<file path="src/rtl/daf_pkg.sv">
package daf_pkg;

    localparam int ADDR_BYTES  = 6;
    localparam int OCTET_W     = 8;
    localparam int CNT_W       = $clog2(ADDR_BYTES + 1);
    localparam int CRC_W       = 32;
    localparam int HASH_WORD_W = 32;
    localparam int HASH_SEL_W  = $clog2(HASH_WORD_W);
    localparam int HASH_IDX_W  = HASH_SEL_W + 1;

    localparam logic [CRC_W-1:0] CRC_POLY = 32'hEDB88320;
    localparam logic [CRC_W-1:0] CRC_SEED = {CRC_W{1'b1}};

    typedef logic [OCTET_W-1:0]                   octet_t;
    typedef logic [ADDR_BYTES-1:0][OCTET_W-1:0]   mac_t;
    typedef logic [CRC_W-1:0]                     crc_t;
    typedef logic [HASH_IDX_W-1:0]                hidx_t;

    typedef enum logic [1:0] {
        CLS_UNICAST   = 2'd0,
        CLS_MULTICAST = 2'd1,
        CLS_BROADCAST = 2'd2
    } addr_class_e;

    typedef struct packed {
        logic valid;
        logic accept;
    } verdict_t;

    // One byte of the reflected CRC, LSB of the byte first.
    function automatic crc_t crc_step_byte(input crc_t c, input octet_t d);
        crc_t r;
        r = c ^ {{(CRC_W-OCTET_W){1'b0}}, d};
        for (int i = 0; i < OCTET_W; i++) begin
            r = r[0] ? ((r >> 1) ^ CRC_POLY) : (r >> 1);
        end
        return r;
    endfunction

    function automatic addr_class_e classify(input mac_t a);
        if (a == {(ADDR_BYTES*OCTET_W){1'b1}}) return CLS_BROADCAST;
        else if (a[0][0])                     return CLS_MULTICAST;
        else                                  return CLS_UNICAST;
    endfunction

endpackage

</file>
<file path="src/rtl/daf_capture.sv">
module daf_capture
    import daf_pkg::*;
(
    input  logic   clk,
    input  logic   rst,
    input  logic   in_valid,
    input  logic   in_sof,
    input  octet_t in_data,
    output mac_t   addr_full,
    output logic   take_first,
    output logic   take_more,
    output logic   done
);
    localparam logic [CNT_W-1:0] CNT_IDLE = CNT_W'(ADDR_BYTES);
    localparam logic [CNT_W-1:0] CNT_LAST = CNT_W'(ADDR_BYTES - 1);

    logic [CNT_W-1:0] cnt;
    mac_t             held;

    assign take_first = in_valid && in_sof;
    assign take_more  = in_valid && !in_sof && (cnt < CNT_IDLE);
    assign done       = take_more && (cnt == CNT_LAST);

    // Address as it stands including the byte taken this cycle.
    always_comb begin
        addr_full = held;
        if (take_first) begin
            addr_full[0] = in_data;
        end
        for (int k = 1; k < ADDR_BYTES; k++) begin
            if (take_more && cnt == CNT_W'(k)) addr_full[k] = in_data;
        end
    end

    always_ff @(posedge clk) begin
        if (rst) begin
            cnt  <= CNT_IDLE;
            held <= '0;
        end else begin
            held <= addr_full;
            if (take_first)     cnt <= CNT_W'(1);
            else if (take_more) cnt <= cnt + CNT_W'(1);
        end
    end

    assert_done_idle_R9: assert property (@(posedge clk) disable iff (rst)
        (done && !$isunknown(done)) |=> (cnt == CNT_IDLE));

    assert_count_range_R9: assert property (@(posedge clk) disable iff (rst)
        take_first |=> (cnt == CNT_W'(1)));

endmodule

</file>
<file path="src/rtl/daf_crc.sv">
module daf_crc
    import daf_pkg::*;
(
    input  logic   clk,
    input  logic   rst,
    input  logic   take_first,
    input  logic   take_more,
    input  octet_t in_data,
    output hidx_t  hash_idx
);
    crc_t crc_q;
    crc_t crc_next;

    always_comb begin
        crc_next = crc_step_byte(take_first ? CRC_SEED : crc_q, in_data);
    end

    assign hash_idx = crc_next[CRC_W-1 -: HASH_IDX_W];

    always_ff @(posedge clk) begin
        if (rst)                          crc_q <= CRC_SEED;
        else if (take_first || take_more) crc_q <= crc_next;
    end

    assert_hold_R9: assert property (@(posedge clk) disable iff (rst)
        !(take_first || take_more) |=> $stable(crc_q));

endmodule

</file>
<file path="src/rtl/daf_decide.sv">
module daf_decide
    import daf_pkg::*;
(
    input  logic                   clk,
    input  logic                   rst,
    input  logic                   done,
    input  mac_t                   addr_full,
    input  hidx_t                  hash_idx,
    input  logic [31:0]            stn_lo_word,
    input  logic [15:0]            stn_hi_word,
    input  logic [HASH_WORD_W-1:0] hash_lo_word,
    input  logic [HASH_WORD_W-1:0] hash_hi_word,
    input  logic                   cfg_promisc,
    input  logic                   cfg_bcast_reject,
    input  logic                   cfg_uc_hash,
    output verdict_t               verdict
);
    mac_t        station;
    addr_class_e cls;
    logic        hash_hit;
    logic        stn_match;
    logic        accept_now;

    assign station[0] = stn_hi_word[15:8];
    assign station[1] = stn_hi_word[7:0];
    for (genvar k = 2; k < ADDR_BYTES; k++) begin : g_stn
        assign station[k] = stn_lo_word[OCTET_W*(ADDR_BYTES-1-k) +: OCTET_W];
    end

    always_comb begin
        cls       = classify(addr_full);
        stn_match = (addr_full == station);
        hash_hit  = hash_idx[HASH_IDX_W-1] ? hash_hi_word[hash_idx[HASH_SEL_W-1:0]]
                                           : hash_lo_word[hash_idx[HASH_SEL_W-1:0]];
        accept_now = cfg_promisc || stn_match;
        unique case (cls)
            CLS_BROADCAST: if (!cfg_bcast_reject)     accept_now = 1'b1;
            CLS_MULTICAST: if (hash_hit)              accept_now = 1'b1;
            CLS_UNICAST:   if (cfg_uc_hash && hash_hit) accept_now = 1'b1;
            default: ;
        endcase
    end

    always_ff @(posedge clk) begin
        if (rst) begin
            verdict <= '0;
        end else begin
            verdict.valid  <= done;
            verdict.accept <= done && accept_now;
        end
    end

    assert_promisc_R8: assert property (@(posedge clk) disable iff (rst)
        (verdict.valid && $past(cfg_promisc)) |-> verdict.accept);

endmodule

</file>
<file path="src/rtl/dest_addr_filter.sv">
module dest_addr_filter
    import daf_pkg::*;
(
    input  logic        clk,
    input  logic        rst,
    input  logic        in_valid,
    input  logic        in_sof,
    input  logic [7:0]  in_data,
    input  logic [31:0] stn_lo_word,
    input  logic [15:0] stn_hi_word,
    input  logic [31:0] hash_lo_word,
    input  logic [31:0] hash_hi_word,
    input  logic        cfg_promisc,
    input  logic        cfg_bcast_reject,
    input  logic        cfg_uc_hash,
    output logic        res_valid,
    output logic        res_accept
);
    mac_t     addr_full;
    logic     take_first;
    logic     take_more;
    logic     done;
    hidx_t    hash_idx;
    verdict_t verdict;

    daf_capture u_capture (
        .clk        (clk),
        .rst        (rst),
        .in_valid   (in_valid),
        .in_sof     (in_sof),
        .in_data    (in_data),
        .addr_full  (addr_full),
        .take_first (take_first),
        .take_more  (take_more),
        .done       (done)
    );

    daf_crc u_crc (
        .clk        (clk),
        .rst        (rst),
        .take_first (take_first),
        .take_more  (take_more),
        .in_data    (in_data),
        .hash_idx   (hash_idx)
    );

    daf_decide u_decide (
        .clk              (clk),
        .rst              (rst),
        .done             (done),
        .addr_full        (addr_full),
        .hash_idx         (hash_idx),
        .stn_lo_word      (stn_lo_word),
        .stn_hi_word      (stn_hi_word),
        .hash_lo_word     (hash_lo_word),
        .hash_hi_word     (hash_hi_word),
        .cfg_promisc      (cfg_promisc),
        .cfg_bcast_reject (cfg_bcast_reject),
        .cfg_uc_hash      (cfg_uc_hash),
        .verdict          (verdict)
    );

    assign res_valid  = verdict.valid;
    assign res_accept = verdict.accept;

    assert_pulse_R2: assert property (@(posedge clk) disable iff (rst)
        res_valid |=> !res_valid);

    assert_follows_last_R2: assert property (@(posedge clk) disable iff (rst)
        res_valid |-> $past(done));

    assert_quiet_R1: assert property (@(posedge clk) disable iff (rst)
        !res_valid |-> !res_accept);

endmodule

</file>
<file path="config.mk">
export PLATFORM = sky130hd
export DESIGN_NAME = dest_addr_filter
export DESIGN_NICKNAME = d
export VERILOG_FILES = /design/src/rtl/daf_pkg.sv /design/src/rtl/daf_capture.sv /design/src/rtl/daf_crc.sv /design/src/rtl/daf_decide.sv /design/src/rtl/dest_addr_filter.sv
export SDC_FILE = /design/constraint.sdc
export NUM_CORES = 1
export LEC_CHECK = 0
export BUFFER_PORTS_ARGS = -buffer_cell sky130_fd_sc_hd__buf_2
export CAP_MARGIN = 20
export CORE_UTILIZATION = 40
export CTS_BUF_LIST = sky130_fd_sc_hd__clkbuf_16
export DETAILED_ROUTE_END_ITERATION = 6
export PLACE_DENSITY = 0.65
export SLEW_MARGIN = 20
export SYNTH_ARGS = -nofsm -noshare
export SYNTH_HDL_FRONTEND = slang
export SYNTH_HIERARCHICAL = 1
export SYNTH_SLANG_ARGS = --single-unit
</file>
<file path="constraint.sdc">
create_clock -name clk -period 2.8 [get_ports clk]
set_input_delay 0.14 -clock clk [delete_from_list [all_inputs] [get_ports clk]]
set_output_delay 0.14 -clock clk [all_outputs]
set_load 0.01 [all_outputs]
</file>
==> results.tsv <==
stage	metric	value	unit
logic_synthesis	synth_top_cell_by_area	sky130_fd_sc_hd__dfxtp_1	
worst_setup_path	worst_setup_path_type	flip-flop to flip-flop	
timing	rsz_0062_raised_after_global_routing	yes	
worst_setup_path	cp.required	3.08	ns
floorplan	io_pins	129	
pwr	vdd.ir_drop.worst	345	µV
clock_tree	cts_tree	done	
logic_synthesis	syn_area	6160	µm²
pwr	cellLeakagePower	0.00346	µW
pwr	power.density_cell_area	639	nW/µm²
logic_synthesis	synth.avg_cell_area	9.55	µm²
logic_synthesis	synthMuxAreaShare	19.7	%
logic_synthesis	yosysMostFrequentCell	sky130_fd_sc_hd__dfxtp_1	
worst_setup_path	critical_path_endpoint_category	flip-flop	
worst_setup_path	crit_path_max_fanout	6	
worst_setup_path	r2r_slack	0.04	ns
logic_synthesis	synth_cell_type_count	61	
timing	least_margin_pin_slew	0.899	ns
grt	largest_net_degree_at_the_start_of_global_routing	34	
timing	count_of_final_hold_check_violations	0	
logic_synthesis	synth_area_in_adders	1.02	%
floorplan	fp.dieArea	15900	µm²
finish	layout-drive-gt1-share	36.9	%
grt	grt_pass1_wl	29.0	mm
grt	overflow	0	
logic_synthesis	ys_dominant_reg_cell	sky130_fd_sc_hd__dfxtp_1	
logic_synthesis	synth.ff_latch_count	85	
clock_tree	clock_sinks	85	
logic_synthesis	syn-num-nets	777	
timing	period_needed	2.76	ns
clock_tree	ctsHtreeMaxLevel	3	
placement	dp_hpwl	14.2	mm
placement	place.port_buffers	128	
placement	placed_area	7200	µm²
route	routed_wl	18.1	mm
timing	report.final.slew_viol_count	0	
floorplan	fp.dieH	126	µm
worst_hold_path	endpoint_worst_hold	u_decide/verdict[0]$_SDFF_PP0_	
logic_synthesis	combinational_family_with_the_most_area_after_synthesis	XOR/XNOR gates	
logic_synthesis	most_frequent_cells_after_synthesis	sky130_fd_sc_hd__dfxtp_1, sky130_fd_sc_hd__nand2_1, sky130_fd_sc_hd__xor2_1	
clock_tree	ctsLongestPathBuffers	2	
finish	layout-area-overhead-vs-synth	23.7	%
timing	final.period_utilization	98.4	%
worst_setup_path	critPathArrivalTime	3.04	ns
outcome	outcome	finished clean	
worst_hold_path	worstHoldStart	cfg_uc_hash	
placement	dp.cells	957	
logic_synthesis	post_synth_inst_count	645	
worst_hold_path	hold_class	primary input to flip-flop	
logic_synthesis	yosys.area_share.simple	17.4	%
finish	final_cell_count_no_fill	976	
flow_run	max_cap_violations	0	
timing	setup-violations-final	0	
logic_synthesis	yosys.area_share.xor_xnor	20.8	%
placement	gpl.final_weighted_congestion	0.884	
grt	grt_use_total	23.7	%
floorplan	floorplan.initialDensity	41.7	%
worst_hold_path	depth_of_the_worst_hold_timing_path	3	
finish	finish.instance_area	7620	µm²
route	antenna_violating_nets_post_route	0	
timing	max_freq	363	MHz
worst_setup_path	timing.reg2reg.worst_path_depth	12	
clock_tree	path_clk_slew	0.06	ns
timing	fin_skew	0.00807	ns
route	drtIter0Drc	369	
worst_setup_path	r2r-end	u_decide/verdict[0]$_SDFF_PP0_	
route	drt-wirelength-per-cell	18.6	µm
logic_synthesis	synth_area_in_compound_gates	7.74	%
clock_tree	ctsHoldBuffers	0	
logic_synthesis	ys_warn_count	6	
clock_tree	root_buffer	sky130_fd_sc_hd__clkbuf_16	
worst_setup_path	regToRegStartpoint	u_capture/cnt[1]$_SDFFE_PP1P_	
clock_tree	clock_insertion_delay_worst_skew	0.35	ns
finish	finalCoreUtilization	51.6	%
route	drc	0	
route	dr_total_vias	5226	
floorplan	die_width	126	µm
logic_synthesis	post_synth_top_area_share	27.6	%
logic_synthesis	synth_top_cells_by_area	sky130_fd_sc_hd__dfxtp_1, sky130_fd_sc_hd__xor2_1, sky130_fd_sc_hd__xnor2_1	
finish	final_nets	918	
route	routed_via_density	5.35	
logic_synthesis	synth_sequential_area_ratio	27.6	%
logic_synthesis	synth_edf_count	0	
clock_tree	cts-buffers-inserted	9	
logic_synthesis	synth_async_sr_flop_share	0	%
worst_setup_path	cp-start-kind	flip-flop	
floorplan	core_region_area	14800	µm²
grt	first_global_vias	5489	
timing	slew_headroom	40.0	%
floorplan	row_count	44	
route	first_pass_iters	4	
grt	antenna_found_initial	1	
power breakdown:
group          switching, µW  total (µW)  internal [µW]
Clock                    520        1210            693
Combinational           1040        2280           1240
Sequential              79.3        1380           1300
placed cells by master, fill, tap and decap left out, types with 8 or more instances in the layout:
cell type,instances
sky130_fd_sc_hd__buf_2,128
sky130_fd_sc_hd__dfxtp_1,80
sky130_fd_sc_hd__nand2_1,65
sky130_fd_sc_hd__xor2_1,63
sky130_fd_sc_hd__xnor2_1,55
sky130_fd_sc_hd__buf_4,45
sky130_fd_sc_hd__mux2_2,44
sky130_fd_sc_hd__nor2_1,41
sky130_fd_sc_hd__and2_1,27
sky130_fd_sc_hd__mux2i_1,27
sky130_fd_sc_hd__o211ai_1,18
sky130_fd_sc_hd__nand4_1,15
sky130_fd_sc_hd__nor4_1,12
sky130_fd_sc_hd__clkbuf_16,9
sky130_fd_sc_hd__mux4_2,9
sky130_fd_sc_hd__nor3_1,8
sky130_fd_sc_hd__xnor3_1,8
sky130_fd_sc_hd__a21oi_1,8
how the worst max path moves through the flow:
stage,startpoint,endpoint,slack [ns],depth (start not counted)
after floorplan,u_crc/crc_q[1]$_SDFFE_PP1P_,u_decide/verdict[0]$_SDFF_PP0_,0.007,13
after global placement,u_capture/cnt[0]$_SDFFE_PP0P_,u_decide/verdict[0]$_SDFF_PP0_,-0.17,12
after detailed placement,u_capture/cnt[1]$_SDFFE_PP1P_,u_decide/verdict[0]$_SDFF_PP0_,-0.15,11
after CTS,u_crc/crc_q[7]$_SDFFE_PP1P_,u_decide/verdict[0]$_SDFF_PP0_,0.001,11
after global routing,u_capture/cnt[0]$_SDFFE_PP0P_,u_decide/verdict[0]$_SDFF_PP0_,-0.1,12
final,u_capture/cnt[1]$_SDFFE_PP1P_,u_decide/verdict[0]$_SDFF_PP0_,0.04,12
what timing repair did:
action	4_1_cts	5_1_grt
gates resized for setup	11	10
setup buffers	2	0
hold endpoints to repair	0	0
setup endpoints to repair	1	1
pin swaps	5	6
final cells by class:
cell class,count,area (µm²)
tap,184,230
clock inverter,7,71.3
inverter,11,46.3
timing repair buffer,178,1070
multi-input combinational,501,4270
antenna,1,2.50
sequential,85,1710
clock buffer,9,225
fill,1355,7140
routing by layer:
layer / routed length [µm] / vias to the layer above / track usage (%)
met5: 0 / - / 0
met3: 968 / 35 / 4.89
met1: 7700 / 2485 / 29.1
met2: 8880 / 165 / 40.4
met4: 565 / 0 / 9.36
li1: - / 2541 / -
cells by family (layout without fill, tap and decap cells):
group / Yosys count / in the layout
AO/OA/AOI/OAI: 66 / 66
XOR/XNOR: 132 / 132
adder cells (fa/ha/maj): 5 / 5
buffers and inverters: 59 / 205
flip-flops: 85 / 85
multiplexers: 91 / 91
other: 0 / 1
AND/OR/NAND/NOR: 207 / 207
stage by stage:
stage | setup TNS (ns) | worst slack, ns | hold WS, ns | power (µW)
global placement | -0.171 | -0.171 | 0.442 | 3600
detailed placement | -0.149 | -0.149 | 0.452 | 3640
global route | -0.0980 | -0.0980 | 0.145 | 5150
finish | 0 | 0.0435 | 0.129 | 4870
CTS | 0 | 0.00149 | 0.121 | 4870
floorplan | 0 | 0.00702 | 0.213 | 3190
sequential cells by signal, summed over array words and instances, names as in the netlist:
register          flops
u_capture/cnt         3
u_crc/crc_q          32
u_capture/held       48
u_decide/verdict      2
worst max-delay path, cell delays in order (launching register included):
cell and delay, ns:
sky130_fd_sc_hd__dfxtp_2 0.35, sky130_fd_sc_hd__inv_2 0.07, sky130_fd_sc_hd__ha_1 0.16, sky130_fd_sc_hd__nor4bb_4 0.22
sky130_fd_sc_hd__buf_6 0.18, sky130_fd_sc_hd__buf_4 0.13, sky130_fd_sc_hd__mux2_2 0.36, sky130_fd_sc_hd__xor2_1 0.16
sky130_fd_sc_hd__nor4_2 0.36, sky130_fd_sc_hd__nand4_1 0.15, sky130_fd_sc_hd__o31ai_2 0.30, sky130_fd_sc_hd__buf_4 0.16
sky130_fd_sc_hd__o2bb2ai_2 0.08
Note: power is estimated with default switching activity, not from simulation.
